==> src/rtl/stp_pkg.sv <==
package stp_pkg;

    typedef enum logic [0:0] {
        ST_FILL = 1'b0,
        ST_RUN  = 1'b1
    } fill_state_e;

endpackage

==> src/rtl/stp_window.sv <==
module stp_window #(
    parameter int SAMPLE_W = 12,
    parameter int DEPTH    = 16
) (
    input  logic                clk,
    input  logic                rst_n,
    input  logic [SAMPLE_W-1:0] sample_in,
    output logic [SAMPLE_W-1:0] tap_oldest,
    output logic [SAMPLE_W-1:0] tap_second,
    output logic [SAMPLE_W-1:0] tap_rise
);
    // position 0 holds the newest sample, position DEPTH-1 the oldest
    logic [SAMPLE_W-1:0] cell_q [DEPTH];

    always_ff @(posedge clk or negedge rst_n) begin
        if (!rst_n) begin
            cell_q[0] <= '0;
        end else begin
            cell_q[0] <= sample_in;
        end
    end

    generate
        for (genvar g = 1; g < DEPTH; g++) begin : g_cell
            always_ff @(posedge clk or negedge rst_n) begin
                if (!rst_n) begin
                    cell_q[g] <= '0;
                end else begin
                    cell_q[g] <= cell_q[g-1];
                end
            end
        end
    endgenerate

    assign tap_oldest = cell_q[DEPTH-1];
    assign tap_second = cell_q[DEPTH-2];
    assign tap_rise   = cell_q[DEPTH-3];

endmodule

==> src/rtl/stp_shape_qual.sv <==
module stp_shape_qual #(
    parameter int SAMPLE_W = 12
) (
    input  logic                clk,
    input  logic                rst_n,
    input  logic [SAMPLE_W-1:0] bin_oldest,
    input  logic [SAMPLE_W-1:0] bin_second,
    input  logic [SAMPLE_W-1:0] bin_rise,
    input  logic [SAMPLE_W-1:0] pedestal,
    input  logic [SAMPLE_W-1:0] ped_tol,
    input  logic [SAMPLE_W-1:0] veto_thr,
    input  logic                running,
    output logic                ena_a
);
    localparam int EXT_W = SAMPLE_W + 1;

    function automatic logic near_ped(
        input logic [SAMPLE_W-1:0] x,
        input logic [SAMPLE_W-1:0] ped,
        input logic [SAMPLE_W-1:0] tol
    );
        logic [SAMPLE_W-1:0] gap;
        gap = (x >= ped) ? (x - ped) : (ped - x);
        return gap <= tol;
    endfunction

    logic [EXT_W-1:0] rise_floor;
    logic             near_old_c, near_sec_c, rise_c, big_c;

    always_comb begin
        rise_floor = {1'b0, pedestal} + {1'b0, ped_tol};
        near_old_c = near_ped(bin_oldest, pedestal, ped_tol);
        near_sec_c = near_ped(bin_second, pedestal, ped_tol);
        rise_c     = {1'b0, bin_rise} > rise_floor;
        big_c      = bin_rise >= veto_thr;
    end

    // stage 1: per-bin compares, stage 2: shape AND, stage 3: veto gate
    logic s1_near_old, s1_near_sec, s1_rise, s1_big, s1_run;
    logic s2_shape, s2_big;

    always_ff @(posedge clk or negedge rst_n) begin
        if (!rst_n) begin
            s1_near_old <= 1'b0;
            s1_near_sec <= 1'b0;
            s1_rise     <= 1'b0;
            s1_big      <= 1'b0;
            s1_run      <= 1'b0;
            s2_shape    <= 1'b0;
            s2_big      <= 1'b0;
            ena_a       <= 1'b0;
        end else begin
            s1_near_old <= near_old_c;
            s1_near_sec <= near_sec_c;
            s1_rise     <= rise_c;
            s1_big      <= big_c;
            s1_run      <= running;
            s2_shape    <= s1_near_old & s1_near_sec & s1_rise & s1_run;
            s2_big      <= s1_big;
            ena_a       <= s2_shape & s2_big;
        end
    end

endmodule

==> src/rtl/stp_delay.sv <==
module stp_delay #(
    parameter int DLY = 12
) (
    input  logic clk,
    input  logic rst_n,
    input  logic din,
    output logic dout
);
    generate
        if (DLY == 0) begin : g_wire
            assign dout = din;
        end else begin : g_pipe
            logic [DLY-1:0] pipe_q;
            always_ff @(posedge clk or negedge rst_n) begin
                if (!rst_n) begin
                    pipe_q <= '0;
                end else begin
                    pipe_q[0] <= din;
                    for (int i = 1; i < DLY; i++) begin
                        pipe_q[i] <= pipe_q[i-1];
                    end
                end
            end
            assign dout = pipe_q[DLY-1];
        end
    endgenerate

endmodule

==> src/rtl/stp_occupancy.sv <==
module stp_occupancy #(
    parameter int N_FLAGS = 16,
    parameter int OCC_W   = 5
) (
    input  logic               clk,
    input  logic               rst_n,
    input  logic [N_FLAGS-1:0] flags,
    input  logic [OCC_W-1:0]   occ_min,
    output logic               occ_ok
);
    logic [OCC_W-1:0] pop_c;
    logic [OCC_W-1:0] cnt_q;

    always_comb begin
        pop_c = '0;
        for (int i = 0; i < N_FLAGS; i++) begin
            pop_c = pop_c + OCC_W'(flags[i]);
        end
    end

    always_ff @(posedge clk or negedge rst_n) begin
        if (!rst_n) begin
            cnt_q  <= '0;
            occ_ok <= 1'b0;
        end else begin
            cnt_q  <= pop_c;
            occ_ok <= (cnt_q >= occ_min);
        end
    end

endmodule

==> src/rtl/shape_trig_decider.sv <==
module shape_trig_decider #(
    parameter int SAMPLE_W  = 12,
    parameter int DEPTH     = 16,
    parameter int N_FLAGS   = 16,
    parameter int N_NBR     = 4,
    parameter int ALIGN_DLY = 12,
    parameter int OCC_W     = $clog2(N_FLAGS + 1)
) (
    input  logic                clk,
    input  logic                rst_n,
    input  logic [SAMPLE_W-1:0] sample_in,
    input  logic [SAMPLE_W-1:0] pedestal,
    input  logic [SAMPLE_W-1:0] ped_tol,
    input  logic [SAMPLE_W-1:0] veto_thr,
    input  logic [OCC_W-1:0]    occ_min,
    input  logic [N_FLAGS-1:0]  sub_flags,
    input  logic [N_NBR-1:0]    nbr_flags,
    input  logic                inhibit,
    output logic                sub_trig,
    output logic                final_trig
);
    import stp_pkg::*;

    localparam int                FILL_W    = (DEPTH > 1) ? $clog2(DEPTH) : 1;
    localparam logic [FILL_W-1:0] FILL_LAST = FILL_W'(DEPTH - 1);

    fill_state_e       state_q, state_d;
    logic [FILL_W-1:0] fill_cnt_q;
    logic              running;

    // state register
    always_ff @(posedge clk or negedge rst_n) begin
        if (!rst_n) begin
            state_q    <= ST_FILL;
            fill_cnt_q <= '0;
        end else begin
            state_q <= state_d;
            if (state_q == ST_FILL) begin
                fill_cnt_q <= fill_cnt_q + 1'b1;
            end
        end
    end

    // transitions: FILL->RUN after the window is refilled, RUN held
    always_comb begin
        state_d = state_q;
        unique case (state_q)
            ST_FILL: if (fill_cnt_q == FILL_LAST) state_d = ST_RUN;
            ST_RUN:  state_d = ST_RUN;
            default: state_d = ST_FILL;
        endcase
    end

    // state outputs
    always_comb begin
        running = (state_q == ST_RUN);
    end

    logic [SAMPLE_W-1:0] tap_oldest, tap_second, tap_rise;
    logic                ena_a, ena_aligned, occ_ok;

    stp_window #(
        .SAMPLE_W (SAMPLE_W),
        .DEPTH    (DEPTH)
    ) u_window (
        .clk        (clk),
        .rst_n      (rst_n),
        .sample_in  (sample_in),
        .tap_oldest (tap_oldest),
        .tap_second (tap_second),
        .tap_rise   (tap_rise)
    );

    stp_shape_qual #(
        .SAMPLE_W (SAMPLE_W)
    ) u_qual (
        .clk        (clk),
        .rst_n      (rst_n),
        .bin_oldest (tap_oldest),
        .bin_second (tap_second),
        .bin_rise   (tap_rise),
        .pedestal   (pedestal),
        .ped_tol    (ped_tol),
        .veto_thr   (veto_thr),
        .running    (running),
        .ena_a      (ena_a)
    );

    stp_delay #(
        .DLY (ALIGN_DLY)
    ) u_align (
        .clk   (clk),
        .rst_n (rst_n),
        .din   (ena_a),
        .dout  (ena_aligned)
    );

    stp_occupancy #(
        .N_FLAGS (N_FLAGS),
        .OCC_W   (OCC_W)
    ) u_occ (
        .clk     (clk),
        .rst_n   (rst_n),
        .flags   (sub_flags),
        .occ_min (occ_min),
        .occ_ok  (occ_ok)
    );

    always_ff @(posedge clk or negedge rst_n) begin
        if (!rst_n) begin
            sub_trig   <= 1'b0;
            final_trig <= 1'b0;
        end else begin
            sub_trig   <= ena_aligned & occ_ok & ~inhibit;
            final_trig <= sub_trig & (|nbr_flags) & ~inhibit;
        end
    end

endmodule

==> config.mk <==
export PLATFORM = sky130hd
export DESIGN_NAME = shape_trig_decider
export DESIGN_NICKNAME = d
export VERILOG_FILES = /design/src/rtl/stp_pkg.sv /design/src/rtl/stp_window.sv /design/src/rtl/stp_shape_qual.sv /design/src/rtl/stp_delay.sv /design/src/rtl/stp_occupancy.sv /design/src/rtl/shape_trig_decider.sv
export SDC_FILE = /design/constraint.sdc
export NUM_CORES = 1
export LEC_CHECK = 0
export BUFFER_PORTS_ARGS = -buffer_cell sky130_fd_sc_hd__buf_2
export CORE_MARGIN = 2
export CORE_UTILIZATION = 60
export DETAILED_ROUTE_END_ITERATION = 7
export GPL_ROUTABILITY_DRIVEN = 0
export HOLD_SLACK_MARGIN = 0.08
export PLACE_DENSITY = 0.8
export SYNTH_ARGS = -nofsm -noshare
export SYNTH_HDL_FRONTEND = slang
export SYNTH_HIERARCHICAL = 1
export SYNTH_SLANG_ARGS = --single-unit
==> constraint.sdc <==
create_clock -name clk -period 4.1 [get_ports clk]
set_clock_uncertainty 0.05 [all_clocks]
set_input_delay 0.41 -clock clk [delete_from_list [all_inputs] [get_ports clk]]
set_output_delay 0.41 -clock clk [all_outputs]
set_load 0.005 [all_outputs]
; Word-level counts from Yosys, hierarchy flattened
; Cells that the tools add are included.
[totals]
output_inout_bits = 2
ff_bits = 225
wordCells = 75
in_bits = 76
[op_classes]
add_sub_neg = 21
order_cmp = 7
n_mux = 4
eq_ne = 1
bitwise = 10
n_reduce_logical = 1
[op_table]
columns = operator, n
row1 = 5-bit by 1-bit adder with 5-bit output, 14
row2 = 12-bit subtractor, 4
row3 = 12-bit greater-or-equal comparator, 3
row4 = 12-bit <= comparator, 2
row5 = 12-bit two-way mux, 2
row6 = 12-bit by 12-bit adder with 13-bit output, 1
row7 = 12-bit by 13-bit > comparator with 1-bit output, 1
row8 = 1-bit bitwise AND, 8
row9 = 5-bit greater-or-equal comparator, 1
row10 = 4-bit by 1-bit adder with 4-bit output (second input constant), 1
row11 = 4-bit equality test (second input constant), 1
row12 = 4-bit OR reduction, 1
row13 = 1-bit by 1-bit adder with 2-bit output, 1
row14 = 1-bit NOT, 2
row15 = 1-bit one-hot mux with 2 select lines, 1
row16 = 1-bit two-way mux, 1

; Logic depth before layout (Yosys ltp)
; Gate-level depths: netlist (run 1).
[depth]
ltp_word = 15
mapped_depth = 18
ltp_nobuf = 17

; Modules after synthesis
; Netlist (run 1), hierarchy kept.
[modules_own_cells]
columns = module, n_inst, cells_per_inst, area_each_um2
row1 = stp_window, 1, 228, 5074.9
row2 = stp_shape_qual, 1, 505, 3982.6
row3 = stp_occupancy, 1, 66, 661.9
row4 = stp_delay, 1, 12, 300.3
row5 = shape_trig_decider, 1, 19, 270.3

; Worst setup path after synthesis (run 1)
; Ideal clock, no wire load.
[synth_path]
kind = reg-to-reg
start = reg u_window.cell_q (netlist bit u_window/tap_oldest[0])
end = reg u_qual.s1_near_old
setup_ns = 0.090
required_ns = 3.960
arrival_ns = 3.361
stages_incl_launch_ff = 18
slack_ns = 0.598
cell_sequence = dfrtp_1 buf_4 inv_1 ha_1 inv_1 fa_1 nand3_1 a311oi_2 a211oi_4 buf_6 mux2_2 ha_1 nor2b_1 o21a_1 o21ai_0 a211oi_1 or3_1 o221ai_1
[synth_via]
elab_chain_cells = 3
word_cells_on_any_way = 5
cone_classes = add/sub: 2 / order compare: 2 / mux: 1
[synth_rtl]
columns = item, line_no
row1 = from (decl), stp_window.sv:13  ; logic [SAMPLE_W-1:0] cell_q [DEPTH];
row2 = "from (signal, indexed assignment)", stp_window.sv:29  ; cell_q[g] <= cell_q[g-1];
row3 = 12-bit subtractor / 12-bit greater-or-equal comparator (equally long branches), stp_shape_qual.sv:23  ; gap = (x >= ped) ? (x - ped) : (ped - x);
row4 = 12-bit two-way mux *, stp_shape_qual.sv:23
row5 = 12-bit <= comparator *, stp_shape_qual.sv:24  ; return gap <= tol;
row6 = via u_qual.near_old_c, stp_shape_qual.sv:28  ; logic near_old_c, near_sec_c, rise_c, big_c;
row7 = to (signal assigned), stp_shape_qual.sv:53  ; s1_near_old <= near_old_c;
row8 = to (decl), stp_shape_qual.sv:39  ; logic s1_near_old, s1_near_sec, s1_rise, s1_big, s1_run;
; The timed path passes the listed nets; every way through them passes the cells marked *.
; A chain may end at the register's enable or synchronous reset.

; Worst setup path in the final report (run 1)
[layout_path]
start = reg u_window.cell_q (netlist bit u_window/tap_second[0])
end = reg u_qual.s1_near_sec
[layout_via]
elab_chain_cells = 3
word_cells_on_any_way = 5
cone_classes = add/sub: 2 / order compare: 2 / mux: 1
[layout_rtl]
columns = item, line_no
row1 = 12-bit subtractor / 12-bit greater-or-equal comparator (equally long branches), stp_shape_qual.sv:23
row2 = 12-bit two-way mux *, stp_shape_qual.sv:23
row3 = 12-bit <= comparator *, stp_shape_qual.sv:24
row4 = via u_qual.near_sec_c, stp_shape_qual.sv:28
row5 = to (signal assigned), stp_shape_qual.sv:54  ; s1_near_sec <= near_sec_c;
row6 = to (decl), stp_shape_qual.sv:39
; Marks and branches as above.

==> flow_metrics.tcl, run 1 <==
set metrics [dict create \
    outcome "complete, no violations" \
    dieArea_sq_mm 0.0182 \
    num_antenna_cells 0 \
    rr_startpoint "u_window/tap_second[0]" \
    io_buffers 77 \
    hold_viol 0 \
    detailed_place_hpwl_um 13800 \
    r2r_setup_slack_ns 0.53 \
    root_buffer "clkbuf_16" \
    cts_made_buffers 22 \
    critical_path.top_delay_family "compound AO/OA/AOI/OAI gates" \
    rsz0062_at_grt "false" \
    relSlewSlack 0.309 \
    syn2layout_area_growth_pct 12.4 \
    grt-ovfl-total 0 \
    power.density_mw_per_mm2 485 \
    async_flop_share 1.00 \
    syn_area_per_cell_sq_um 12.4 \
    dpl.cell_count 1081 \
    firstDrtPassIters 7 \
    cpPeakStageDelay_ns 0.41 \
    grt_pass1_wl_um 32600 \
    cap_violations 0 \
    yosysUniqueCellTypes 64 \
    yosys.area.top_type "dfrtp_1" \
    path_max_fanout 5 \
    multi_input_area_sq_mm 0.00394 \
    hold_path.class "input pin to flip-flop" \
    ys_seq_area_frac 0.547 \
    start_util 0.616 \
    via_per_inst 5.44 \
    layout.cells.most_common "dfrtp_1" \
    htree_levels 1 \
    arrival_ns 3.93 \
    synth_edf_count 0 \
    syn-num-nets 1038 \
    crit_path_end "u_qual/s1_near_sec" \
    routed_wl_um 19700 \
    drv_slew 0 \
    drc_errors 0 \
    first_iter_violations 499 \
    syn_inst 830 \
    finalSetupTns_ns 0 \
    regArea_sq_mm 0.00563 \
    yosysWarnings 6 \
    cp_slowest_cell "dfrtp_1" \
    startpoint_type "flip-flop" \
    pin_count 78 \
    drive_gt1_frac 0.143 \
    cts_tree "done" \
    setup_violations 0 \
    path_clk_slew_ns 0.06 \
    clk_latency_ns 0.50 \
    synth_area_sq_mm 0.0103 \
    leakagePower_nw 5.82 \
    nFillCells 1173 \
    worst_pin_slew_ns 1.04 \
    grt_usage 0.231 \
    drt.antenna.violating_nets 0 \
    post-route-period-util 0.871 \
    final_nets 1107 \
    antenna_found_initial 0 \
    setup.worst_path.class "flip-flop to flip-flop" \
    grt_max_degree 144 \
    cp.buffers_inverters 2 \
    cp.depth 16 \
    reg2reg_to "u_qual/s1_near_sec" \
    synth_top_cells_by_area "dfrtp_1 (55%), ha_1 (14%), inv_1 (3.6%)" \
    final_cell_count_no_fill 1133 \
    mostFrequentLayoutCells "dfrtp_1 (225), ha_1 (117), inv_1 (98)" \
    cp-end-kind "flip-flop" \
    ys_seq_elements 225 \
    period_needed_ns 3.57 \
    die_w_um 135 \
    cts_sinks 225 \
    required_ns 4.46 \
    ir_worst_vdd_mv 0.356 \
    critPathLaunch "u_window/tap_second[0]" \
    postLayoutCellArea_sq_mm 0.0116 \
    r2r_cells 16 \
    core_sq_mm 0.0167 \
    clock_path_buffers 3 \
    rows 47 \
    yosysTopAreaCellShare 0.547 \
    first_global_vias 6630 \
    dpl-instance-area_sq_mm 0.0106 \
    avgRoutedWirePerCell_um 17.4 \
    fmaxAchievable_ghz 0.280 \
    cp_cell_sequence "inv_1, ha_1, inv_1, fa_1, a21o_1, a211oi_2, o31a_4, and2_4, mux2_2, ha_1, nor2b_1, o21ai_0, nand2b_1, a21oi_1, o221ai_1, o21ai_0" \
    synthFlopType "dfrtp_1" \
    dr_total_vias 6163 \
    die_h_um 135 \
]
## synth_stat cells, drive strengths merged (2+ instances only)
master and n:
dfrtp 225, a211oi 5, buf 48, or3 3, mux2 3, o221ai 3, xor2 12, o21ai 30
nor4 3, a21o 26, a311oi 2, o21bai 6, o2111ai 2, nand2 27, o22ai 3, a211o 3
and2 6, ha 117, or2 2, nor3 4, a31oi 7, nand2b 7, xnor2 22, o21a 6
nand3 8, nor2b 11, mux2i 13, a21oi 60, o22a 2, fa 15, o211ai 5, inv 98
nand3b 3, nor2 9, and4 5, and3 4, nand4 12, o311ai 2
## where the power goes
| part | leakage [nW] | internal [mW] | switching (mW) |
|---|---|---|---|
| clock | 0.386 | 1.33 | 0.807 |
| sequential | 2.67 | 2.37 | 0.0610 |
| combinational | 2.77 | 0.455 | 0.586 |
## registers in the layout (all words and copies together) (netlist names), 4 cells and up
signal                 count
u_window/tap_second       12
u_window/tap_rise         12
fill_cnt_q                 4
u_occ/cnt_q                5
u_window/tap_oldest       12
u_align/g_pipe.pipe_q     12
u_window/cell_q          156
## kinds of logic after synthesis
logic type	count (synthesis)	synth area share
and+or+nand+nor	106	0.0586
adders and majority gates	132	0.171
buffers and inverters	147	0.0703
xor gates and xnor gates	34	0.0289
AOI/OAI and AO/OA	170	0.108
DFF	225	0.547
muxes	16	0.0159
## routing by layer
metal / global-route usage / share of wire / vias up
li1: - / - / 2916
met3: 0.0312 / 0.048 / 56
met2: 0.403 / 0.51 / 180
met1: 0.300 / 0.41 / 3011
met4: 0.0822 / 0.036 / 0
met5: 0 / 0 / -
## layout make-up
| class | instances | share of cell area |
|---|---|---|
| Tap cell | 220 | 0.0238 |
| Sequential cell | 225 | 0.487 |
| Inverter | 98 | 0.0318 |
| Clock inverter | 9 | 0.0135 |
| Timing Repair Buffer | 94 | 0.0493 |
| Clock buffer | 29 | 0.0543 |
| Multi-Input combinational cell | 458 | 0.340 |
## per-stage QoR
stage | utilization | hold WS, ns | total power, mW | setup slack (ns)
2_1_floorplan | - | 0.0644 | 3.18 | 0.598
3_3_place_gp | 0.637 | 0.281 | 3.41 | 0.462
3_5_place_dp | 0.637 | 0.285 | 3.46 | 0.371
4_1_cts | 0.692 | 0.109 | 5.66 | 0.557
5_1_grt | 0.692 | 0.112 | 5.91 | 0.255
6_report | 0.692 | 0.115 | 5.61 | 0.529
## how the worst min path moves through the flow
stage	endpoint	from	slack, ns	depth (start not counted)
floorplan	fill_cnt_q[0]	rst_n	0.06	0
global placement	u_window/cell_q[47]	u_window/cell_q[59]	0.28	0
detailed placement	u_align/g_pipe.pipe_q[10]	u_align/g_pipe.pipe_q[9]	0.28	0
CTS	u_occ/cnt_q[0]	sub_flags[5]	0.11	2
global route	u_occ/cnt_q[0]	sub_flags[5]	0.11	2
finish	u_occ/cnt_q[0]	sub_flags[5]	0.12	2
## repair_timing
action / 4_1_cts / 5_1_grt
gates resized for setup: 0 / 0
endpoints found under the hold margin: 155 / 0
setup buffers: 0 / 0
hold buffers: 14 / 0
Note: power is estimated with default switching activity, not from simulation.
==> run 2: changes to the inputs <==
--- a/config.mk
+++ b/config.mk
@@ -5,13 +5,14 @@
 export SDC_FILE = /design/constraint.sdc
 export NUM_CORES = 1
 export LEC_CHECK = 0
+export ABC_AREA = 1
 export BUFFER_PORTS_ARGS = -buffer_cell sky130_fd_sc_hd__buf_2
 export CORE_MARGIN = 2
 export CORE_UTILIZATION = 60
 export DETAILED_ROUTE_END_ITERATION = 7
 export GPL_ROUTABILITY_DRIVEN = 0
 export HOLD_SLACK_MARGIN = 0.08
-export PLACE_DENSITY = 0.8
+export PLACE_DENSITY = 0.79
 export SYNTH_ARGS = -nofsm -noshare
 export SYNTH_HDL_FRONTEND = slang
 export SYNTH_HIERARCHICAL = 1
==> flow_metrics.tcl, run 2 <==
set metrics [dict create \
    outcome "complete, no violations" \
    yosys.area.top_type "dfrtp_1" \
    multi_input_area_sq_mm 0.00451 \
    core_sq_mm 0.0186 \
    path_max_fanout 11 \
    largest_reg_flops 156 \
    syn-num-nets 1431 \
    dieArea_sq_mm 0.0200 \
    clock_path_buffers 3 \
    final_nets 1506 \
    avgRoutedWirePerCell_um 15.5 \
    yosysWarnings 6 \
    hold_viol 0 \
    synth_top_cells_by_area "dfrtp_1 (50%), ha_1 (13%), nand2_1 (10%)" \
    regArea_sq_mm 0.00563 \
    regMostFlops "u_window/cell_q" \
    synth_edf_count 0 \
    setup_violations 0 \
    required_ns 4.45 \
    routed_wl_um 24000 \
    cts_sinks 225 \
    die_w_um 142 \
    final_cell_count_no_fill 1547 \
    start_util 0.609 \
    postLayoutCellArea_sq_mm 0.0127 \
    period_needed_ns 3.24 \
    relSlewSlack 0.333 \
    yosysTopAreaCellShare 0.496 \
    finalSetupTns_ns 0 \
    post-route-period-util 0.790 \
    fin_hold_ws_ns 0.102 \
    cts_resized 0 \
    syn_inst 1223 \
    cts_made_buffers 22 \
    rsz0062_at_grt "false" \
    mostFrequentLayoutCells "nand2_1 (314), dfrtp_1 (225), inv_1 (222)" \
    path_clk_slew_ns 0.07 \
    ir_worst_vdd_mv 0.407 \
    io_buffers 77 \
    grt-ovfl-total 0 \
    htree_levels 1 \
    detailed_place_hpwl_um 17400 \
    drive_gt1_frac 0.115 \
    dpl-instance-area_sq_mm 0.0117 \
    worst_pin_slew_ns 1.00 \
    synthFlopType "dfrtp_1" \
    yosysUniqueCellTypes 37 \
    leakagePower_nw 6.99 \
    first_global_vias 8525 \
    drt.antenna.violating_nets 0 \
    startpoint_type "flip-flop" \
    fmaxAchievable_ghz 0.309 \
    grt_max_degree 141 \
    cts_tree "done" \
    antenna_found_initial 0 \
    setup.worst_path.class "flip-flop to flip-flop" \
    arrival_ns 3.59 \
    ys_seq_area_frac 0.496 \
    rows 50 \
    layout.cells.most_common "nand2_1" \
    clk_latency_ns 0.50 \
    power.density_mw_per_mm2 459 \
    first_iter_violations 484 \
    cp-end-kind "flip-flop" \
    num_antenna_cells 0 \
    grt_usage 0.255 \
    firstDrtPassIters 5 \
    grt_pass1_wl_um 40200 \
    synthMostInstantiatedCell "nand2_1" \
    syn2layout_area_growth_pct 11.7 \
    drc_errors 0 \
    pin_count 78 \
    dr_total_vias 8142 \
    ys_seq_elements 225 \
    synth_area_sq_mm 0.0113 \
    syn_area_per_cell_sq_um 9.28 \
    postCtsSetupBuffers 0 \
    dpl.cell_count 1494 \
    die_h_um 142 \
    synth_commonest_cells "nand2_1 (314), dfrtp_1 (225), inv_1 (222), ha_1 (117), nor2_1 (64)" \
    cts_hold_buf 14 \
    async_flop_share 1.00 \
    nFillCells 1380 \
    root_buffer "clkbuf_16" \
    cap_violations 0 \
    hold_path.class "input pin to flip-flop" \
    drv_slew 0 \
    via_per_inst 5.26 \
]
[run 2: area by class of cell]
class | count | area share
multi-input cells | 725 | 0.356
repair buffers | 94 | 0.0450
flip-flops and latches | 225 | 0.444
well taps | 234 | 0.0231
clock buffers | 29 | 0.0504
clock inverters | 10 | 0.0132
inverters | 230 | 0.0681
[run 2: layer usage]
metal | global-route usage | vias to the layer above | routed length [um]
met3 | 0.0354 | 73 | 1350
li1 | - | 3871 | -
met1 | 0.319 | 3913 | 9710
met5 | 0 | - | 0
met4 | 0.109 | 0 | 959
met2 | 0.447 | 285 | 12000
[run 2: through the flow]
| stage | setup slack, ns | util | total power, mW |
|---|---|---|---|
| after floorplan | 0.740 | - | 3.30 |
| after CTS | 0.846 | 0.680 | 5.85 |
| final | 0.861 | 0.680 | 5.81 |
| after detailed placement | 0.504 | 0.629 | 3.61 |
| after global placement | 0.602 | 0.629 | 3.54 |
| after global routing | 0.571 | 0.680 | 6.14 |
[run 2: cell families (layout without fill, tap and decap cells)]
group	after synthesis	in the layout	share of synthesized area
adders and majority gates	132	132	0.155
xor gates and xnor gates	22	22	0.0170
buffers and inverters	273	363	0.107
AOI/OAI and AO/OA	85	85	0.0425
DFF	225	225	0.496
and+or+nand+nor	486	486	0.182
[run 2: critical path, cell delays in order (launching register included)]
cell      delay, ns
dfrtp_1        0.41
inv_1          0.07
ha_1           0.16
inv_1          0.10
fa_1           0.43
inv_1          0.13
nor2_4         0.06
nor2_8         0.11
nand2_2        0.07
nand2_2        0.07
nand3_2        0.22
nand2_1        0.19
nand2_1        0.07
nand2_1        0.05
nand2_1        0.05
ha_1           0.31
nand4_1        0.13
nor3_1         0.20
nand2_1        0.08
o211ai_1       0.09
nand2_1        0.06
[run 2: where the power goes]
part           internal [mW]  switching, mW
logic                  0.451          0.737
clock network           1.36          0.832
registers               2.37         0.0661
total                   4.18           1.64
[run 2: final timing paths]
path	startpoint	end	slack, ns	cells past startpoint
setup / recovery	u_window/tap_second[0]	u_qual/s1_near_sec	0.86	20
hold / removal	sub_flags[5]	u_occ/cnt_q[0]	0.10	2
setup reg to reg	u_window/tap_second[0]	u_qual/s1_near_sec	0.86	20
hold reg to reg	u_window/cell_q[56]	u_window/cell_q[44]	0.29	0
max in group asynchronous	rst_n	u_window/tap_rise[11]	2.48	3
min in group asynchronous	rst_n	u_window/cell_q[148]	0.55	2
